$ cat src/rtl/irqc_pkg.sv
package irqc_pkg;

  localparam int unsigned OFF_CAUSE = 32'h00;
  localparam int unsigned OFF_MASK  = 32'h04;
  localparam int unsigned OFF_RESET = 32'h24;

  typedef enum logic [1:0] {
    SEL_CAUSE = 2'd0,
    SEL_MASK  = 2'd1,
    SEL_RESET = 2'd2,
    SEL_NONE  = 2'd3
  } reg_sel_e;

  function automatic reg_sel_e decode_offset(input logic [31:0] off);
    reg_sel_e sel;
    if (off == OFF_CAUSE)      sel = SEL_CAUSE;
    else if (off == OFF_MASK)  sel = SEL_MASK;
    else if (off == OFF_RESET) sel = SEL_RESET;
    else                       sel = SEL_NONE;
    return sel;
  endfunction

endpackage

$ cat src/rtl/irqc_sw_sync.sv
module irqc_sw_sync #(
  parameter int unsigned STAGES = 2
) (
  input  logic clk,
  input  logic rst_n,
  input  logic sw_n_i,
  output logic sw_n_sync_o,
  output logic press_edge_o
);

  logic [STAGES-1:0] chain_q;
  logic              press_d_q;
  logic              press_w;

  generate
    if (STAGES == 1) begin : g_one
      always_ff @(posedge clk) begin
        if (!rst_n) chain_q <= 1'b1;
        else        chain_q <= sw_n_i;
      end
    end else begin : g_many
      always_ff @(posedge clk) begin
        if (!rst_n) chain_q <= '1;
        else        chain_q <= {chain_q[STAGES-2:0], sw_n_i};
      end
    end
  endgenerate

  assign sw_n_sync_o = chain_q[STAGES-1];
  assign press_w     = ~chain_q[STAGES-1];

  always_ff @(posedge clk) begin
    if (!rst_n) press_d_q <= 1'b0;
    else        press_d_q <= press_w;
  end

  assign press_edge_o = press_w & ~press_d_q;

  // a press yields a single edge pulse, never two in a row
  a_r5_edge_single: assert property (@(posedge clk) disable iff (!rst_n)
    press_edge_o |=> !press_edge_o);

endmodule

$ cat src/rtl/irqc_sticky.sv
module irqc_sticky (
  input  logic clk,
  input  logic rst_n,
  input  logic set_i,
  input  logic clr_i,
  output logic q_o
);

  logic q_q;

  always_ff @(posedge clk) begin
    if (!rst_n)     q_q <= 1'b0;
    else if (set_i) q_q <= 1'b1;
    else if (clr_i) q_q <= 1'b0;
  end

  assign q_o = q_q;

  a_r5_hold: assert property (@(posedge clk) disable iff (!rst_n)
    (q_o && !clr_i) |=> q_o);

  a_r5_clear: assert property (@(posedge clk) disable iff (!rst_n)
    (clr_i && !set_i) |=> !q_o);

  a_r5_set_wins: assert property (@(posedge clk) disable iff (!rst_n)
    set_i |=> q_o);

endmodule

$ cat src/rtl/irqc_regs.sv
module irqc_regs
  import irqc_pkg::*;
#(
  parameter int unsigned ADDR_W = 8,
  parameter int unsigned DATA_W = 32
) (
  input  logic              clk,
  input  logic              rst_n,
  input  logic              req_valid_i,
  input  logic              req_write_i,
  input  logic [ADDR_W-1:0] req_addr_i,
  input  logic [DATA_W-1:0] req_wdata_i,
  input  logic [DATA_W-1:0] cause_i,
  output logic [DATA_W-1:0] mask_o,
  output logic              cause_wr_o,
  output logic              plat_rst_req_o,
  output logic              rsp_valid_o,
  output logic [DATA_W-1:0] rsp_rdata_o
);

  reg_sel_e          sel_w;
  logic              wr_fire_w;
  logic              rd_fire_w;
  logic [DATA_W-1:0] rd_mux_w;
  logic [DATA_W-1:0] mask_q;
  logic              rst_q;
  logic              rsp_valid_q;
  logic [DATA_W-1:0] rsp_data_q;

  assign sel_w     = decode_offset(32'(req_addr_i));
  assign wr_fire_w = req_valid_i & req_write_i;
  assign rd_fire_w = req_valid_i & ~req_write_i;

  always_comb begin
    case (sel_w)
      SEL_CAUSE: rd_mux_w = cause_i;
      SEL_MASK:  rd_mux_w = mask_q;
      default:   rd_mux_w = '0;
    endcase
  end

  always_ff @(posedge clk) begin
    if (!rst_n)                             mask_q <= '0;
    else if (wr_fire_w && sel_w == SEL_MASK) mask_q <= req_wdata_i;
  end

  always_ff @(posedge clk) begin
    if (!rst_n) rst_q <= 1'b0;
    else        rst_q <= wr_fire_w && (sel_w == SEL_RESET);
  end

  always_ff @(posedge clk) begin
    if (!rst_n) begin
      rsp_valid_q <= 1'b0;
      rsp_data_q  <= '0;
    end else begin
      rsp_valid_q <= rd_fire_w;
      if (rd_fire_w) rsp_data_q <= rd_mux_w;
    end
  end

  assign mask_o         = mask_q;
  assign cause_wr_o     = wr_fire_w && (sel_w == SEL_CAUSE);
  assign plat_rst_req_o = rst_q;
  assign rsp_valid_o    = rsp_valid_q;
  assign rsp_rdata_o    = rsp_data_q;

  // mask only moves on a write
  a_r3_mask_stable: assert property (@(posedge clk) disable iff (!rst_n)
    !(req_valid_i && req_write_i) |=> $stable(mask_q));

  // one response per accepted read
  a_r10_rsp_after_read: assert property (@(posedge clk) disable iff (!rst_n)
    rsp_valid_o |-> $past(req_valid_i && !req_write_i));

endmodule

$ cat src/rtl/irq_level_ctrl.sv
module irq_level_ctrl #(
  parameter int unsigned ADDR_W      = 8,
  parameter int unsigned NSRC        = 32,
  parameter int unsigned SW_BIT      = 1,
  parameter int unsigned STATE_BIT   = 16,
  parameter int unsigned SYNC_STAGES = 2
) (
  input  logic              clk,
  input  logic              rst_n,
  input  logic              req_valid_i,
  output logic              req_ready_o,
  input  logic              req_write_i,
  input  logic [ADDR_W-1:0] req_addr_i,
  input  logic [NSRC-1:0]   req_wdata_i,
  output logic              rsp_valid_o,
  output logic [NSRC-1:0]   rsp_rdata_o,
  input  logic [NSRC-1:0]   src_lvl_i,
  input  logic              rst_sw_n_i,
  output logic              cpu_irq_o,
  output logic              plat_rst_req_o
);

  localparam logic [NSRC-1:0] ONE        = {{(NSRC-1){1'b0}}, 1'b1};
  localparam logic [NSRC-1:0] SW_MASK    = ONE << SW_BIT;
  localparam logic [NSRC-1:0] STATE_MASK = ONE << STATE_BIT;
  localparam logic [NSRC-1:0] IRQ_ELIG   = ~STATE_MASK;
  localparam logic [NSRC-1:0] LVL_BITS   = ~(SW_MASK | STATE_MASK);

  logic [NSRC-1:0] cause_w;
  logic [NSRC-1:0] mask_w;
  logic            cause_wr_w;
  logic            sw_n_sync_w;
  logic            press_edge_w;
  logic            sw_evt_w;
  logic            irq_q;
  logic            unused_src;

  assign req_ready_o = 1'b1;
  assign unused_src  = src_lvl_i[SW_BIT] ^ src_lvl_i[STATE_BIT];

  irqc_sw_sync #(.STAGES(SYNC_STAGES)) u_sync (
    .clk          (clk),
    .rst_n        (rst_n),
    .sw_n_i       (rst_sw_n_i),
    .sw_n_sync_o  (sw_n_sync_w),
    .press_edge_o (press_edge_w)
  );

  irqc_sticky u_sw_evt (
    .clk   (clk),
    .rst_n (rst_n),
    .set_i (press_edge_w),
    .clr_i (cause_wr_w & req_wdata_i[SW_BIT]),
    .q_o   (sw_evt_w)
  );

  generate
    for (genvar i = 0; i < NSRC; i++) begin : g_cause
      if (i == SW_BIT) begin : g_evt
        assign cause_w[i] = sw_evt_w;
      end else if (i == STATE_BIT) begin : g_state
        assign cause_w[i] = sw_n_sync_w;
      end else begin : g_lvl
        assign cause_w[i] = src_lvl_i[i];
      end
    end
  endgenerate

  irqc_regs #(.ADDR_W(ADDR_W), .DATA_W(NSRC)) u_regs (
    .clk            (clk),
    .rst_n          (rst_n),
    .req_valid_i    (req_valid_i),
    .req_write_i    (req_write_i),
    .req_addr_i     (req_addr_i),
    .req_wdata_i    (req_wdata_i),
    .cause_i        (cause_w),
    .mask_o         (mask_w),
    .cause_wr_o     (cause_wr_w),
    .plat_rst_req_o (plat_rst_req_o),
    .rsp_valid_o    (rsp_valid_o),
    .rsp_rdata_o    (rsp_rdata_o)
  );

  always_ff @(posedge clk) begin
    if (!rst_n) irq_q <= 1'b0;
    else        irq_q <= |(cause_w & mask_w & IRQ_ELIG);
  end

  assign cpu_irq_o = irq_q;

  // an enabled active level source raises the CPU line one clock later
  a_r7_level_raises: assert property (@(posedge clk) disable iff (!rst_n)
    (|(src_lvl_i & mask_w & LVL_BITS)) |=> cpu_irq_o);

  // the switch state bit alone never interrupts
  a_r6_state_silent: assert property (@(posedge clk) disable iff (!rst_n)
    (mask_w == STATE_MASK) |=> !cpu_irq_o);

  // a reset request only follows a write
  a_r8_req_after_write: assert property (@(posedge clk) disable iff (!rst_n)
    plat_rst_req_o |-> $past(req_valid_i && req_write_i));

endmodule

$ cat config.mk
export PLATFORM = sky130hd
export DESIGN_NAME = irq_level_ctrl
export DESIGN_NICKNAME = d
export VERILOG_FILES = /design/src/rtl/irqc_pkg.sv /design/src/rtl/irqc_sw_sync.sv /design/src/rtl/irqc_sticky.sv /design/src/rtl/irqc_regs.sv /design/src/rtl/irq_level_ctrl.sv
export SDC_FILE = /design/constraint.sdc
export NUM_CORES = 1
export LEC_CHECK = 0
export BUFFER_PORTS_ARGS = -buffer_cell sky130_fd_sc_hd__buf_2
export CORE_MARGIN = 3
export CORE_UTILIZATION = 45
export CTS_CLUSTER_SIZE = 28
export DETAILED_ROUTE_END_ITERATION = 16
export PLACE_DENSITY = 0.74
export SYNTH_ARGS = -nofsm -noshare
export SYNTH_HDL_FRONTEND = slang
export SYNTH_SLANG_ARGS = --single-unit
$ cat constraint.sdc
create_clock -name clk -period 1.7 [get_ports clk]
set_input_delay 0.255 -clock clk [delete_from_list [all_inputs] [get_ports clk]]
set_output_delay 0.255 -clock clk [all_outputs]
set_load 0.03 [all_outputs]
== Yosys cells after proc, flatten, opt, wreduce, memory -nomap -nowiden ==
Index checks and enable logic that the tools add are counted.

* Register bits: 71
* Input port bits: 77
* Output and inout bits: 36

* Equal/unequal tests: 4
* Mux-type cells: 6
* Bitwise logic cells: 8
* Reduce and logical (&&, ||, !) cells: 7

{| class="wikitable"
|+ Operator list
! kind !! number
|-
| 32-bit case mux with 2 select lines || 1
|-
| 32-bit bitwise AND || 1
|-
| 31-bit OR reduction || 1
|-
| 8-bit by 3-bit == test with 1-bit output (second input constant) || 1
|-
| 8-bit by 6-bit == test with 1-bit output (second input constant) || 1
|-
| 8-bit zero test || 1
|-
| 1-bit bitwise AND || 4
|-
| 2-bit two-way mux || 2
|-
| 1-bit logical AND || 3
|-
| 1-bit two-way mux || 3
|-
| 1-bit inverter || 3
|-
| 2-bit by 1-bit == test with 1-bit output (second input constant) || 1
|-
| 2-bit == test (second input constant) || 1
|-
| 2-bit zero test || 1
|-
| 2-bit nonzero test || 1
|}

== Longest topological paths before layout ==
* Depth in word-level cells: 9
* Mapped depth: 6
* Depth with buffers taken out: 4

== Hierarchy ==
Synthesis repeated with hierarchy kept, for this count alone.

* Cell total of the unflattened synthesis: 297
* Area total of the unflattened synthesis: 3116.7 µm²

{| class="wikitable"
|+ Modules (own cells, without submodules)
! module !! instances !! cells each !! area each (µm²) !! seq. area each (µm²)
|-
| irqc_regs || 1 || 264 || 2776.4 || 1321.3
|-
| irq_level_ctrl || 1 || 23 || 214.0 || 20.0
|-
| irqc_sw_sync || 1 || 7 || 85.1 || 60.1
|-
| irqc_sticky || 1 || 3 || 41.3 || 20.0
|}

== Least setup slack after synthesis ==
No wires, ideal clock.

* Path kind: input -> register
* Start point: in req_addr_i[4]
* End point: reg u_regs.mask_q[2] (netlist: u_regs.mask_o[2])
* Setup time: 0.115 ns
* Data arrival time: 1.206 ns
* Required time: 1.585 ns
* Slack: 0.379 ns
* Stages on the path: 5
* Path through: nor4_4 nand3_4 buf_6 nand3_1 o21ai_2

* Word-level cells in the longest chain between the ends: 6

{| class="wikitable"
|+ Ends and longest elaborated chain
! item !! line !! source
|-
| start, declared || irq_level_ctrl.sv:13 || <nowiki>input logic [ADDR_W-1:0] req_addr_i,</nowiki>
|-
| 8-bit by 6-bit == test with 1-bit output || irqc_pkg.sv:18 || <nowiki>else if (off == OFF_RESET) sel = SEL_RESET;</nowiki>
|-
| 1-bit two-way mux || irqc_pkg.sv:18 ||
|-
| 2-bit two-way mux || irqc_pkg.sv:17 || <nowiki>else if (off == OFF_MASK) sel = SEL_MASK;</nowiki>
|-
| 2-bit two-way mux (*) || irqc_pkg.sv:16 || <nowiki>if (off == OFF_CAUSE) sel = SEL_CAUSE;</nowiki>
|-
| 2-bit by 1-bit == test with 1-bit output (*) || irqc_regs.sv:44 || <nowiki>else if (wr_fire_w && sel_w == SEL_MASK) mask_q <= req_wdata_i;</nowiki>
|-
| 1-bit logical AND (*) || irqc_regs.sv:44 ||
|-
| end signal, assigned || irqc_regs.sv:44 ||
|-
| end, declared || irqc_regs.sv:25 || <nowiki>logic [DATA_W-1:0] mask_q;</nowiki>
|}

Mark *: on every way between the ends. The rest lies on a longest branch, timed or not.
A chain may end at the register's enable or synchronous reset.

== Worst setup path after layout ==
* Start point: reg u_regs.mask_q[29] (netlist: u_regs.mask_o[29])
* End point: reg irq_q (netlist: cpu_irq_o)

* Word-level cells in the longest chain between the ends: 2

{| class="wikitable"
|+ Ends and longest elaborated chain
! item !! line !! source
|-
| 32-bit bitwise AND || irq_level_ctrl.sv:86 || <nowiki>else irq_q <= |(cause_w & mask_w & IRQ_ELIG);</nowiki>
|-
| 31-bit OR reduction || irq_level_ctrl.sv:86 ||
|-
| end signal, assigned || irq_level_ctrl.sv:86 ||
|-
| end, declared || irq_level_ctrl.sv:35 || <nowiki>logic irq_q;</nowiki>
|}

No other way between the ends.

==> run metrics <==
Post-Syn Area 3290 µm²; Mapped Nets 438; final hold slack 0.103 ns; clk slew on worst S/H paths 0.07 ns; Critical Path Sink Type register; initial antenna violation count 1; Leak Pwr 1.83 nW; status complete, no violations; fmax 734 MHz; number of port buffers 109; total number of vias between 2,000 and 3,000; largest net degree at the start of global routing 66; Max FO, Critical Path 3; Clock Latency Late Sink 0.33 ns; final setup margin approximately 0.34 ns; final wirelength about 8000 µm; routed len/inst 14.3 µm; R2R Path Start u_regs.mask_o[29]; clk root buf clkbuf_8; CTS tree yes; vias in the first global route 2,685; Synth cell types 31; RSZ-0062 raised after global routing no; R2R Path End cpu_irq_o; Final TNS setup 0 ns; GRT Total Usage around 20%; dpl hpwl about 5800 µm; pre-CTS setup slack 0.151 ns; most common cell after layout, fill and taps aside buf_2; Synth-to-Final Area Change 24.0%; Final Hold Viols 0; worst setup path startpoint u_regs.mask_o[29]; worst hold path type in -> reg; end point of the critical path cpu_irq_o; share of flip-flops with an asynchronous set or reset 0%; hold-fix buffers at CTS 0; reg2reg path depth 4; Worst Setup Start Kind register; gpl congestion around 0.85; Mean Syn Cell Area 9.13 µm²; core area 6940 µm²; Die Height 91.6 µm; Worst Path Required between 1.5 and 2 ns; Layout Nets 538; ys flop type dfxtp_1; r2r setup slk 0.34 ns; DRC Markers 0; sequential fraction of the synthesis area 43.1%; pwr/cell area 815 nW/µm²; clk sinks 71; Yosys warning count 0; CTS HTree Levels 3; Vias/cell around 5.1; first-pass GRT wire length about 13,000 µm; fin crit period 1.36 ns; total power draw between 0.003 and 0.004 W; total gr overflow 0; DP Cell Count 546; setup skew after layout 0.00509 ns; max-slew violation count 0; VDD IR max between 0.0003 and 0.0004 V; die area 8380 µm²; FP Rows 30; post-CTS setup buffers 0; initial core utilization 47.4%; Die Wd 91.6 µm; flops & latches, synth 71; Post-CTS Resized 0; Max-cap violations 0; final setup violation count 0; Setup CP Type reg -> reg; drt first pass iters 4; io pins 113; commonest non-fill, non-tap cells in the layout 109 x buf_2, 71 x dfxtp_1, 66 x nand2_1; clock tree buffer depth 2; Critical Path AT ~1.6 ns; 1st-iter DRT viols around 120; fin crit share 80.1%; fraction of layout cells with a size suffix above 1 approximately 36%; post-synthesis cell count 361; Routed Antenna Nets 0; CTS buffer count 9; EDFF count, synth 0; Layout Cells excl Fill 563
[cells in the mapped netlist (3+ instances only)]
library cell / number / area, µm²
nand2_1: 66 / 248
mux2i_1: 32 / 320
nand4_1: 3 / 18.8
clkbuf_1: 7 / 26.3
nand3_1: 31 / 155
buf_4: 4 / 30.0
dfxtp_1: 71 / 1420
nand2b_1: 3 / 18.8
and2_1: 33 / 206
o21ai_2: 32 / 280
a22o_1: 3 / 26.3
a221oi_1: 3 / 26.3
buf_6: 9 / 101
buf_2: 6 / 30.0
o21ai_1: 30 / 150
a22oi_1: 8 / 60.1
[layout make-up]
| cell class | count | area [µm²] |
|---|---|---|
| Antenna cell | 1 | 2.50 |
| Clock buffer | 13 | 169 |
| Clock inverter | 3 | 40.0 |
| Fill cell | 660 | 2860 |
| Inverter | 1 | 3.75 |
| Multi-Input combinational cell | 261 | 1670 |
| Sequential cell | 71 | 1420 |
| Tap cell | 96 | 120 |
| Timing Repair Buffer | 117 | 656 |
[per-stage QoR]
stage / utilization (%) / cell area (µm²)
after floorplan: - / 3290
after global placement: 55.8 / 3870
after detailed placement: 55.8 / 3870
after CTS: 58.8 / 4080
after global routing: 58.8 / 4090
final: 58.8 / 4090
[kinds of logic after synthesis]
group,after synthesis,share of synthesized area (%)
AO/OA/AOI/OAI,81,17.7
buffers and inverters,29,6.04
flip-flops,71,43.1
multiplexers,32,9.72
other,1,0.114
AND/OR/NAND/NOR,147,23.3
[flip-flops by register name, indices dropped and copies added, names as in the netlist]
signal	cells
u_regs.mask_o	32
u_regs.rsp_rdata_o	32
cpu_irq_o	1
u_regs.plat_rst_req_o	1
u_sync.press_d_q	1
u_sw_evt.q_o	1
u_regs.rsp_valid_o	1
u_sync.chain_q	2
[layer usage]
metal	up-vias	GRT usage, %	wire (µm)
li1	1469	-	-
met1	1318	24.4	3480
met2	63	32.8	4110
met3	12	3.73	300
met4	0	8.42	144
met5	-	0	0
[report_power, final]
part | switching, W | internal (W) | total, W
sequential | 0.00000356 | 0.00167 | 0.00167
clock | 0.000591 | 0.000794 | 0.00139
combinational | 0.000155 | 0.000117 | 0.000272
[worst min path at each step]
stage	startpoint	endpoint	slack (ns)	depth (start not counted)
floorplan	req_addr_i[1]	u_regs.plat_rst_req_o	0.33	1
global placement	u_sync.chain_q[0]	u_sync.chain_q[1]	0.39	1
detailed placement	u_sync.chain_q[0]	u_sync.chain_q[1]	0.40	1
CTS	rst_sw_n_i	u_sync.chain_q[0]	0.09	2
global route	rst_sw_n_i	u_sync.chain_q[0]	0.09	2
finish	rst_sw_n_i	u_sync.chain_q[0]	0.10	2
[worst max-delay path, stage by stage (launching register included)]
cell and delay, ns:
dfxtp_1 0.32, a22o_1 0.21, a221oi_1 0.33, nand4_1 0.14, o31a_1 0.25
Note: power is estimated with default switching activity, not from simulation.
